<file path="src/rtl/dag_pkg.sv">
`timescale 1ns/1ps
package dag_pkg;

    typedef enum logic [1:0] {
        AM_CONST  = 2'd0,
        AM_POST   = 2'd1,
        AM_SINGLE = 2'd2,
        AM_DOUBLE = 2'd3
    } addr_mode_e;

    typedef struct packed {
        logic half;
        logic frame_end;
        logic last_frame;
        logic block_end;
    } dag_events_t;

    localparam int STEP_W = 18;

    // element size in bytes; the illegal code is clamped to 4 bytes
    function automatic logic [2:0] elem_bytes(input logic [1:0] code);
        logic [2:0] r;
        if (code == 2'd3) r = 3'd4;
        else              r = 3'(3'd1 << code);
        return r;
    endfunction

    function automatic logic signed [STEP_W-1:0] sext_idx(input logic [15:0] v);
        logic signed [STEP_W-1:0] r;
        r = {{(STEP_W-16){v[15]}}, v};
        return r;
    endfunction

    function automatic logic signed [STEP_W-1:0] elem_step(
        input addr_mode_e m, input logic [1:0] code, input logic [15:0] ei);
        logic signed [STEP_W-1:0] b;
        logic signed [STEP_W-1:0] r;
        b = {{(STEP_W-3){1'b0}}, elem_bytes(code)};
        case (m)
            AM_CONST:  r = '0;
            AM_POST:   r = b;
            default:   r = b + sext_idx(ei) - 18'sd1;
        endcase
        return r;
    endfunction

    function automatic logic signed [STEP_W-1:0] frame_step(
        input addr_mode_e m, input logic [15:0] ei, input logic [15:0] fi);
        logic signed [STEP_W-1:0] r;
        if (m == AM_DOUBLE) r = sext_idx(fi) - sext_idx(ei);
        else                r = '0;
        return r;
    endfunction

endpackage

</file>
<file path="src/rtl/dag_addr_lane.sv">
`timescale 1ns/1ps
module dag_addr_lane
    import dag_pkg::*;
#(
    parameter int AW = 32
) (
    input  logic          clk,
    input  logic          rst,
    input  logic          load,
    input  logic [AW-1:0] base,
    input  addr_mode_e    mode,
    input  logic [1:0]    size_code,
    input  logic [15:0]   eidx,
    input  logic [15:0]   fidx,
    input  logic          step_en,
    input  logic          wrap,
    output logic [AW-1:0] addr
);
    localparam int EXT = AW - STEP_W;

    logic signed [STEP_W-1:0] es_n, fs_n;
    logic [AW-1:0] es_q, fs_q;

    always_comb begin
        es_n = elem_step(mode, size_code, eidx);
        fs_n = frame_step(mode, eidx, fidx);
    end

    always_ff @(posedge clk) begin
        if (rst) begin
            addr <= '0;
            es_q <= '0;
            fs_q <= '0;
        end else if (load) begin
            addr <= base;
            es_q <= {{EXT{es_n[STEP_W-1]}}, es_n};
            fs_q <= {{EXT{fs_n[STEP_W-1]}}, fs_n};
        end else if (step_en) begin
            addr <= addr + es_q + (wrap ? fs_q : '0);
        end
    end
endmodule

</file>
<file path="src/rtl/dag_seq.sv">
`timescale 1ns/1ps
module dag_seq
    import dag_pkg::*;
#(
    parameter int CW = 16
) (
    input  logic          clk,
    input  logic          rst,
    input  logic          start_ok,
    input  logic          adv_ok,
    input  logic [CW-1:0] elem_cfg,
    input  logic [CW-1:0] frame_cfg,
    output logic [CW-1:0] elem_pos,
    output logic [CW-1:0] frame_pos,
    output logic          wrap,
    output logic          last,
    output dag_events_t   ev
);
    localparam int CW1 = CW + 1;

    logic [CW-1:0] elim, flim;
    logic [CW1-1:0] e_next, f_next, f_next2, half_pt;
    logic half_hit;

    always_comb begin
        e_next   = {1'b0, elem_pos} + CW1'(1);
        f_next   = {1'b0, frame_pos} + CW1'(1);
        f_next2  = {1'b0, frame_pos} + CW1'(2);
        half_pt  = {1'b0, elim} >> 1;
        wrap     = (e_next == {1'b0, elim});
        last     = (f_next == {1'b0, flim});
        half_hit = (e_next == half_pt);
    end

    always_ff @(posedge clk) begin
        if (rst) begin
            elem_pos  <= '0;
            frame_pos <= '0;
            elim      <= '0;
            flim      <= '0;
            ev        <= '0;
        end else begin
            ev <= '0;
            if (start_ok) begin
                elem_pos      <= '0;
                frame_pos     <= '0;
                elim          <= elem_cfg;
                flim          <= frame_cfg;
                ev.last_frame <= (frame_cfg == CW'(1));
            end else if (adv_ok) begin
                ev.half       <= half_hit;
                ev.frame_end  <= wrap;
                ev.last_frame <= wrap && (f_next2 == {1'b0, flim});
                ev.block_end  <= wrap && last;
                if (wrap) begin
                    elem_pos  <= '0;
                    frame_pos <= last ? '0 : f_next[CW-1:0];
                end else begin
                    elem_pos  <= e_next[CW-1:0];
                end
            end
        end
    end
endmodule

</file>
<file path="src/rtl/dag_wr_ctl.sv">
`timescale 1ns/1ps
module dag_wr_ctl #(
    parameter int DW = 32
) (
    input  logic          busy,
    input  logic          xfer,
    input  logic          fill_en,
    input  logic          keyed_en,
    input  logic [DW-1:0] color,
    input  logic [DW-1:0] rd_data,
    output logic          src_rd_en,
    output logic [DW-1:0] wr_data,
    output logic          wr_en
);
    always_comb begin
        src_rd_en = busy && !fill_en;
        wr_data   = fill_en ? color : rd_data;
        wr_en     = xfer && !(keyed_en && (wr_data == color));
    end
endmodule

</file>
<file path="src/rtl/dma_addr_gen.sv">
`timescale 1ns/1ps
module dma_addr_gen
    import dag_pkg::*;
#(
    parameter int AW = 32,
    parameter int CW = 16,
    parameter int DW = 32,
    parameter int PW = 16
) (
    input  logic          clk,
    input  logic          rst,
    input  logic          start,
    input  logic          advance,
    input  logic [AW-1:0] src_base,
    input  logic [AW-1:0] dst_base,
    input  logic [CW-1:0] elem_cfg,
    input  logic [CW-1:0] frame_cfg,
    input  logic [15:0]   elem_idx,
    input  logic [15:0]   frame_idx,
    input  logic [1:0]    size_code,
    input  logic [15:12]  mode_ctl,
    input  logic          fill_en,
    input  logic          keyed_en,
    input  logic [DW-1:0] color,
    input  logic [DW-1:0] rd_data,
    output logic          busy,
    output logic [AW-1:0] src_addr,
    output logic [AW-1:0] dst_addr,
    output logic [CW-1:0] elem_pos,
    output logic [CW-1:0] frame_pos,
    output logic [PW-1:0] progress,
    output logic          ev_half,
    output logic          ev_frame_end,
    output logic          ev_last_frame,
    output logic          ev_block_end,
    output logic          src_rd_en,
    output logic [DW-1:0] wr_data,
    output logic          wr_en
);
    localparam int NSIDE = 2;

    logic        start_ok, adv_ok, wrap, last;
    dag_events_t ev;

    logic [AW-1:0] base_arr [NSIDE];
    logic [AW-1:0] addr_arr [NSIDE];
    addr_mode_e    mode_arr [NSIDE];

    always_comb begin
        start_ok    = start && (elem_cfg != '0) && (frame_cfg != '0);
        adv_ok      = advance && busy && !start;
        base_arr[0] = src_base;
        base_arr[1] = dst_base;
        mode_arr[0] = addr_mode_e'(mode_ctl[13:12]);
        mode_arr[1] = addr_mode_e'(mode_ctl[15:14]);
    end

    always_ff @(posedge clk) begin
        if (rst)                  busy <= 1'b0;
        else if (start_ok)        busy <= 1'b1;
        else if (adv_ok && wrap && last) busy <= 1'b0;
    end

    for (genvar g = 0; g < NSIDE; g++) begin : g_lane
        dag_addr_lane #(.AW(AW)) u_lane (
            .clk       (clk),
            .rst       (rst),
            .load      (start_ok),
            .base      (base_arr[g]),
            .mode      (mode_arr[g]),
            .size_code (size_code),
            .eidx      (elem_idx),
            .fidx      (frame_idx),
            .step_en   (adv_ok),
            .wrap      (wrap),
            .addr      (addr_arr[g])
        );
    end

    dag_seq #(.CW(CW)) u_seq (
        .clk       (clk),
        .rst       (rst),
        .start_ok  (start_ok),
        .adv_ok    (adv_ok),
        .elem_cfg  (elem_cfg),
        .frame_cfg (frame_cfg),
        .elem_pos  (elem_pos),
        .frame_pos (frame_pos),
        .wrap      (wrap),
        .last      (last),
        .ev        (ev)
    );

    dag_wr_ctl #(.DW(DW)) u_wr (
        .busy      (busy),
        .xfer      (adv_ok),
        .fill_en   (fill_en),
        .keyed_en  (keyed_en),
        .color     (color),
        .rd_data   (rd_data),
        .src_rd_en (src_rd_en),
        .wr_data   (wr_data),
        .wr_en     (wr_en)
    );

    always_comb begin
        src_addr      = addr_arr[0];
        dst_addr      = addr_arr[1];
        progress      = addr_arr[1][PW-1:0];
        ev_half       = ev.half;
        ev_frame_end  = ev.frame_end;
        ev_last_frame = ev.last_frame;
        ev_block_end  = ev.block_end;
    end
endmodule

</file>
<file path="config.mk">
export PLATFORM = sky130hd
export DESIGN_NAME = dma_addr_gen
export DESIGN_NICKNAME = d
export VERILOG_FILES = /design/src/rtl/dag_pkg.sv /design/src/rtl/dag_addr_lane.sv /design/src/rtl/dag_seq.sv /design/src/rtl/dag_wr_ctl.sv /design/src/rtl/dma_addr_gen.sv
export SDC_FILE = /design/constraint.sdc
export NUM_CORES = 1
export LEC_CHECK = 0
export BUFFER_PORTS_ARGS = -buffer_cell sky130_fd_sc_hd__buf_2
export CAP_MARGIN = 25
export CORE_AREA = 8 8 243 245
export DETAILED_ROUTE_END_ITERATION = 8
export DIE_AREA = 0 0 251 253
export HOLD_SLACK_MARGIN = 0.15
export PLACE_DENSITY = 0.46
export REMOVE_ABC_BUFFERS = 1
export SETUP_SLACK_MARGIN = 0.1
export SLEW_MARGIN = 30
export SYNTH_ARGS = -nofsm -noshare
export SYNTH_HDL_FRONTEND = slang
export SYNTH_SLANG_ARGS = --single-unit
</file>
<file path="constraint.sdc">
create_clock -name clk -period 15.9 [get_ports clk]
set_clock_uncertainty 0.2 [all_clocks]
set_input_delay 2.385 -clock clk [delete_from_list [all_inputs] [get_ports clk]]
set_output_delay 2.385 -clock clk [all_outputs]
set_load 0.005 [all_outputs]
</file>
==> qor.csv, run 1 <==
metric,value,unit
die_y,253,um
cp.arrival,4670,ps
cts.sinks,203,
critical-path-max-stage-delay,670,ps
drt-initial-drc-count,892,
yosysTopAreaCell,dfxtp_1,
status,finished clean,
core.rowCount,87,
antenna_found_initial,5,
fmax,138,MHz
drive_gt1_share,20.9,%
grt_pass1_wl,92500,um
dieArea,0.0635,sq mm
grt_max_degree,61,
drt-total-wl,60500,um
ff_latch_area,0.00407,sq mm
worstPathMaxFanout,48,
ys_top_cells_by_count,"203 x dfxtp_1, 202 x nand2_1, 161 x a21oi_1, 128 x nor2_1, 106 x xnor2_1",
route.detailed.drc,0,
cts_buffer_depth,3,
wl_per_cell,20.2,um
ys_top_cells_by_area,"dfxtp_1 25%, fa_1 8.1%, ha_1 6.5%",
yosysMostFrequentCell,dfxtp_1,
synth_top_area_share,24.9,%
crit_type,primary input to primary output,
post_cts_resized,0,
start_util,29.3,%
cts_buffers,27,
final_max_slew_viol_count,0,
syn-cell-area,0.0163,sq mm
synth_edf_count,0,
insertion_delay,570,ps
nets,2607,
grt_pass1_vias,15900,
numPortBuffers,354,
setup_viol,0,
stdcell_count,2988,
dr.pass1.iters,5,
path_cells,buf_2 -> mux2_2 -> a22o_1 -> a211oi_1 -> nand4_1 -> nor4_1 -> nor2_1 -> buf_2,
synthesis.instances,1984,
cts_setup_buffers,0,
dp_hpwl,47300,um
clk_pin_slew,50,ps
highest_layer,met4,
final_antenna_net_count,0,
leakage,8.75,nW
vdd_ir_drop_max,0.0757,mV
required,13320,ps
wl_met3,2760,um
rsz0062_at_grt,false,
clock-root-buffer,clkbuf_16,
maxCapViolCount,0,
grt_usage,18.2,%
ys.flop_type,dfxtp_1,
die_x,251,um
synth-seq-cells,203,
drt-met1-wl,27800,um
ys_seq_area_share,24.9,%
grt_overflow_total,0,
syn_to_final_growth,20.0,%
htreeDepth,1,
post_synth_num_cell_types,78,
multiInputGateArea,0.0114,sq mm
finalCriticalPeriod,7260,ps
yosys_warnings,0,
core,0.0555,sq mm
cp-start-kind,primary input,
routabilityCongestion,0.902,
fillers,5855,
fin_crit_sh,45.7,%
cts_tree,built,
critical-path-top-delay-family,buffers and inverters,
crit_path_end_kind,primary output,
worst_slew_pin_slew,957,ps
path_buf_inv,2,
vias,15700,
reg2reg_slack,8920,ps
power.density,79.7,mW/mm^2
worst_hold_path_type,flip-flop to flip-flop,
routed-wl-met2,28700,um
io_pins,355,
viasPerCell,5.25,
ctsHoldBuffers,0,
post-place-cells,2935,
cpMaxStageDelayCell,buf_2,
slew_headroom,36.2,%
finalHoldViolations,0,
postSynth.asyncResetShare,0,%
path_common_cell,buf_2,
syn_avg_cell_area,8.21,sq um
finalSetupTns,0,ps
## area by class of cell
type	instances	share of cell area, %
flip-flops and latches	203	20.8
inverters	87	1.67
clock buffers	38	4.13
diodes	4	0.0512
clock inverters	11	1.10
well taps	712	4.56
multi-input cells	1568	58.2
repair buffers	365	9.49
## worst min-delay path: stages (launching register included)
cell	delay [ps]
dfxtp_1	320
nand2_1	40
o21ai_0	60
## placed cells by master, fill, tap and decap left out, types with 44 or more instances in the layout
cell     count
nand2_1    202
fa_1        66
ha_1        85
dfxtp_1    202
buf_2      353
o21ai_0     95
nor2_1     126
inv_1       86
a21oi_1    161
a21o_1      55
a22o_1      50
xor2_1      45
nand3_1     47
nor3_1      44
xnor2_1    106
and2_1      46
## final timing paths
path                            startpoint                   endpoint  cells after the start
hold reg to reg   g_lane[0].u_lane.fs_q[2]   g_lane[0].u_lane.fs_q[2]                      2
setup reg to reg         u_seq.elem_pos[0]  g_lane[0].u_lane.addr[31]                     20
setup / recovery                   fill_en                      wr_en                      8
hold / removal    g_lane[0].u_lane.fs_q[2]   g_lane[0].u_lane.fs_q[2]                      2
## through the flow
step / power [mW] / cell area (sq um) / setup WS [ps] / hold WS (ps) / utilization (%)
after floorplan: 0.741 / 15700 / 8300 / 217 / -
after global placement: 0.871 / 18500 / 8690 / 247 / 33.3
after detailed placement: 0.875 / 18500 / 8660 / 248 / 33.4
after CTS: 1.59 / 19500 / 8650 / 260 / 35.2
after global routing: 1.64 / 19600 / 8450 / 268 / 35.2
final: 1.56 / 19600 / 8640 / 257 / 35.2
## per-layer routing
metal / global-route usage [%] / vias up
li1: - / 7698
met1: 24.1 / 7548
met2: 31.1 / 372
met3: 2.47 / 72
met4: 4.59 / 0
met5: 0 / -
## cell families after synthesis
kind of cell,Yosys count,share of synthesized area [%]
compound gates,593,24.0
buf+inv,213,5.61
flops,203,24.9
mux,32,2.15
simple gates,634,19.5
xor+xnor,158,9.10
fa+ha+maj,151,14.6
## flip-flops by register name, summed over array words and instances, names as in the netlist
register,count
g_lane.u_lane.es_q,36
busy,1
g_lane.u_lane.fs_q,34
u_seq.flim,16
u_seq.frame_pos,16
u_seq.elem_pos,16
g_lane.u_lane.addr,64
u_seq.ev,4
u_seq.elim,16
## report_power, final
group	total (mW)	leakage, nW	switching (mW)	internal (mW)
Combinational	0.301	6.59	0.174	0.127
Clock	0.696	0.501	0.248	0.448
Sequential	0.561	1.66	0.0285	0.532
(Power assumes the default switching activity.)
==> run 2, diff against run 1 <==
ABC_AREA = 1   (was default)
CORE_AREA = 8 8 250 252   (was 8 8 243 245)
DIE_AREA = 0 0 258 260   (was 0 0 251 253)
clock period = 6.8 ns   (was 15.9 ns; I/O delays follow)
==> run 2 against run 1 <==
Compared with the run above: wire length grew 20%; flip-flop and latch count is the same; die area grew 5.6%; worst hold slack gained 15 ps; register-to-register slack lost 8000 ps; combinational power grew to 2.6 times the previous value; sequential power grew 140%; area after synthesis grew 6.4%; critical path type is now flip-flop to flip-flop; largest cell class unchanged; largest power group unchanged; highest routed layer unchanged.
==> qor.csv, run 2 <==
metric,value,unit,change
ys_top_cells_by_count,"659 x nand2_1, 294 x inv_1, 224 x nor2_1, 212 x o21ai_0, 203 x dfxtp_1",,
synth_top_area_share,23.4,%,-1.5 points
clk_pin_slew,60,ps,about the same
drt-initial-drc-count,1126,,+26%
drive_gt1_share,17.0,%,-3.9 points
wl_per_cell,19.4,um,-3.9%
fin_crit_sh,86.4,%,
dr.pass1.iters,7,,+2
mostFrequentLayoutCells,"657 x nand2_1, 354 x buf_2, 292 x inv_1",,
syn_avg_cell_area,6.60,sq um,-20%
status,finished clean,,
slew_headroom,36.5,%,+0.27 points
vdd_ir_drop_max,0.186,mV,+150%
finalHoldViolations,0,,unchanged
max_flop_register,g_lane.u_lane.addr,,
start_util,29.7,%,+0.31 points
power_switching,1.15,mW,+160%
ys_top_cells_by_area,"dfxtp_1 23%, nand2_1 14%, fa_1 7.6%",,
finalSetupTns,0,ps,unchanged
yosysTopAreaCell,dfxtp_1,,
seqPwrFrac,36.6,%,+0.6 points
core,0.0585,sq mm,+5.3%
dieArea,0.0671,sq mm,+5.6%
cts_buffer_depth,3,,unchanged
viasPerCell,4.93,,-6.1%
vias,18400,,+17%
maxCapViolCount,0,,unchanged
grt_max_degree,83,,+36%
cts_buffers,27,,unchanged
numPortBuffers,354,,unchanged
antenna_found_initial,5,,unchanged
die_x,258,um,+2.8%
largest_register_ffs,64,,unchanged
leakage,9.85,nW,+13%
yosys_warnings,0,,unchanged
htreeDepth,1,,unchanged
worstPathMaxFanout,25,,-48%
clock-root-buffer,clkbuf_16,,
p_comb_share,21.9,%,+2.6 points
finalCriticalPeriod,5870,ps,
crit_path_end_kind,flip-flop,,
critical-path-max-stage-delay,650,ps,-20 ps
cp-start-kind,flip-flop,,
power.density,174,mW/mm^2,+120%
cts_tree,built,,
yosysMostFrequentCell,nand2_1,,
io_pins,355,,unchanged
worst_slew_pin_slew,949,ps,-7.57 ps
synth_edf_count,0,,unchanged
final_antenna_net_count,0,,unchanged
path_common_cell,nand2_1,,
final_max_slew_viol_count,0,,unchanged
swShare,32.0,%,+3.1 points
route.detailed.drc,0,,unchanged
pwr-share-clk,41.4,%,-3.3 points
power.internal,2.45,mW,+120%
grt_pass1_vias,18500,,+17%
layout_commonest_cell,nand2_1,,
worst_hold_path_type,flip-flop to flip-flop,,
drt-total-wl,72500,um,+20%
cp.arrival,6090,ps,+1420 ps
required,7020,ps,-6300 ps
ctsHoldBuffers,0,,unchanged
post_cts_resized,0,,unchanged
syn_to_final_growth,19.2,%,
rsz0062_at_grt,false,,
routabilityCongestion,0.945,,+4.7%
crit_type,flip-flop to flip-flop,,
core.rowCount,89,,+2.3%
insertion_delay,560,ps,about the same
fmax,170,MHz,
syn-cell-area,0.0173,sq mm,+6.4%
postSynth.asyncResetShare,0,%,unchanged
cts_setup_buffers,0,,unchanged
dp_hpwl,58600,um,+24%
reg_top3,"g_lane.u_lane.addr: 64 flops, g_lane.u_lane.es_q: 36 flops, g_lane.u_lane.fs_q: 34 flops",,
cpMaxStageDelayCell,a21boi_0,,
power.total,3.61,mW,+130%
ys_seq_area_share,23.4,%,-1.5 points
setup_viol,0,,unchanged
post_synth_num_cell_types,59,,-24%
synthesis.instances,2629,,+33%
grt_pass1_wl,110000,um,+19%
grt_overflow_total,0,,unchanged
grt_usage,20.7,%,+2.5 points
nets,3287,,+26%
die_y,260,um,+2.8%
synth-seq-cells,203,,unchanged
cts.sinks,203,,unchanged
ys.flop_type,dfxtp_1,,
[run 2: changes by cell type after synthesis, moves of 82 or more]
cell     delta
nor2_1     +96
xnor2_1    -82
o21ai_0   +116
nand3_1   +120
inv_1     +208
nand2_1   +457
[run 2: cell type report]
| cell class | count | area (sq um) |
|---|---|---|
| Inverter | 302 | 1130 |
| Multi-Input combinational cell | 2026 | 11700 |
| Antenna cell | 6 | 15.0 |
| Clock buffer | 39 | 791 |
| Clock inverter | 8 | 119 |
| Sequential cell | 203 | 4070 |
| Tap cell | 773 | 967 |
| Fill cell | 6575 | 37800 |
| Timing Repair Buffer | 372 | 1910 |
[run 2: power groups by stage]
stage	Clock, mW	Combinational, mW	Sequential (mW)
after floorplan	0	0.460	1.33
after global placement	0	0.793	1.35
after detailed placement	0	0.795	1.35
after CTS	1.54	0.801	1.32
after global routing	1.59	0.891	1.33
final	1.49	0.792	1.32
[run 2: routing by layer]
layer / vias up / routed length, um / GRT usage (%)
met5: - / 0 / 0
met4: 0 / 1660 / 5.20
met3: 75 / 3520 / 3.21
met2: 463 / 34700 / 35.8
met1: 8567 / 32700 / 26.9
li1: 9272 / - / -
[run 2: critical path, delay by kind of cell (launching register included)]
family	cells	cell delay, ps
AND/OR/NAND/NOR	21	2520
AO/OA/AOI/OAI	4	1270
adder cells (fa/ha/maj)	4	1100
flip-flops	1	430
buffers and inverters	3	180
[run 2: metrics by stage]
step | hold slack (ps) | worst slack (ps) | area (sq um) | util [%] | cells
finish | 273 | 926 | 20700 | 35.4 | 3729
global route | 298 | 365 | 20700 | 35.4 | 3728
CTS | 266 | 931 | 20700 | 35.3 | 3723
detailed placement | 252 | 965 | 19800 | 33.8 | 3676
global placement | 244 | 1030 | 19800 | 33.8 | 3676
floorplan | 228 | 809 | 16900 | - | 2531
[run 2: final timing paths]
| path | from | end | slack, ps | depth (start not counted) |
|---|---|---|---|---|
| setup / recovery | u_seq.elem_pos[0] | g_lane[1].u_lane.addr[29] | 930 | 32 |
| hold / removal | g_lane[0].u_lane.es_q[15] | g_lane[0].u_lane.es_q[15] | 270 | 2 |
| setup reg to reg | u_seq.elem_pos[0] | g_lane[1].u_lane.addr[29] | 930 | 32 |
| hold reg to reg | g_lane[0].u_lane.es_q[15] | g_lane[0].u_lane.es_q[15] | 270 | 2 |
[run 2: cell families (layout without fill, tap and decap cells)]
kind of cell / count (synthesis) / after routing / share of synthesized area, %
fa+ha+maj: 151 / 151 / 13.8
flops: 203 / 203 / 23.4
buf+inv: 400 / 721 / 9.30
simple gates: 1230 / 1230 / 30.8
other cells: 0 / 6 / 0
compound gates: 538 / 538 / 17.2
xor+xnor: 107 / 107 / 5.53
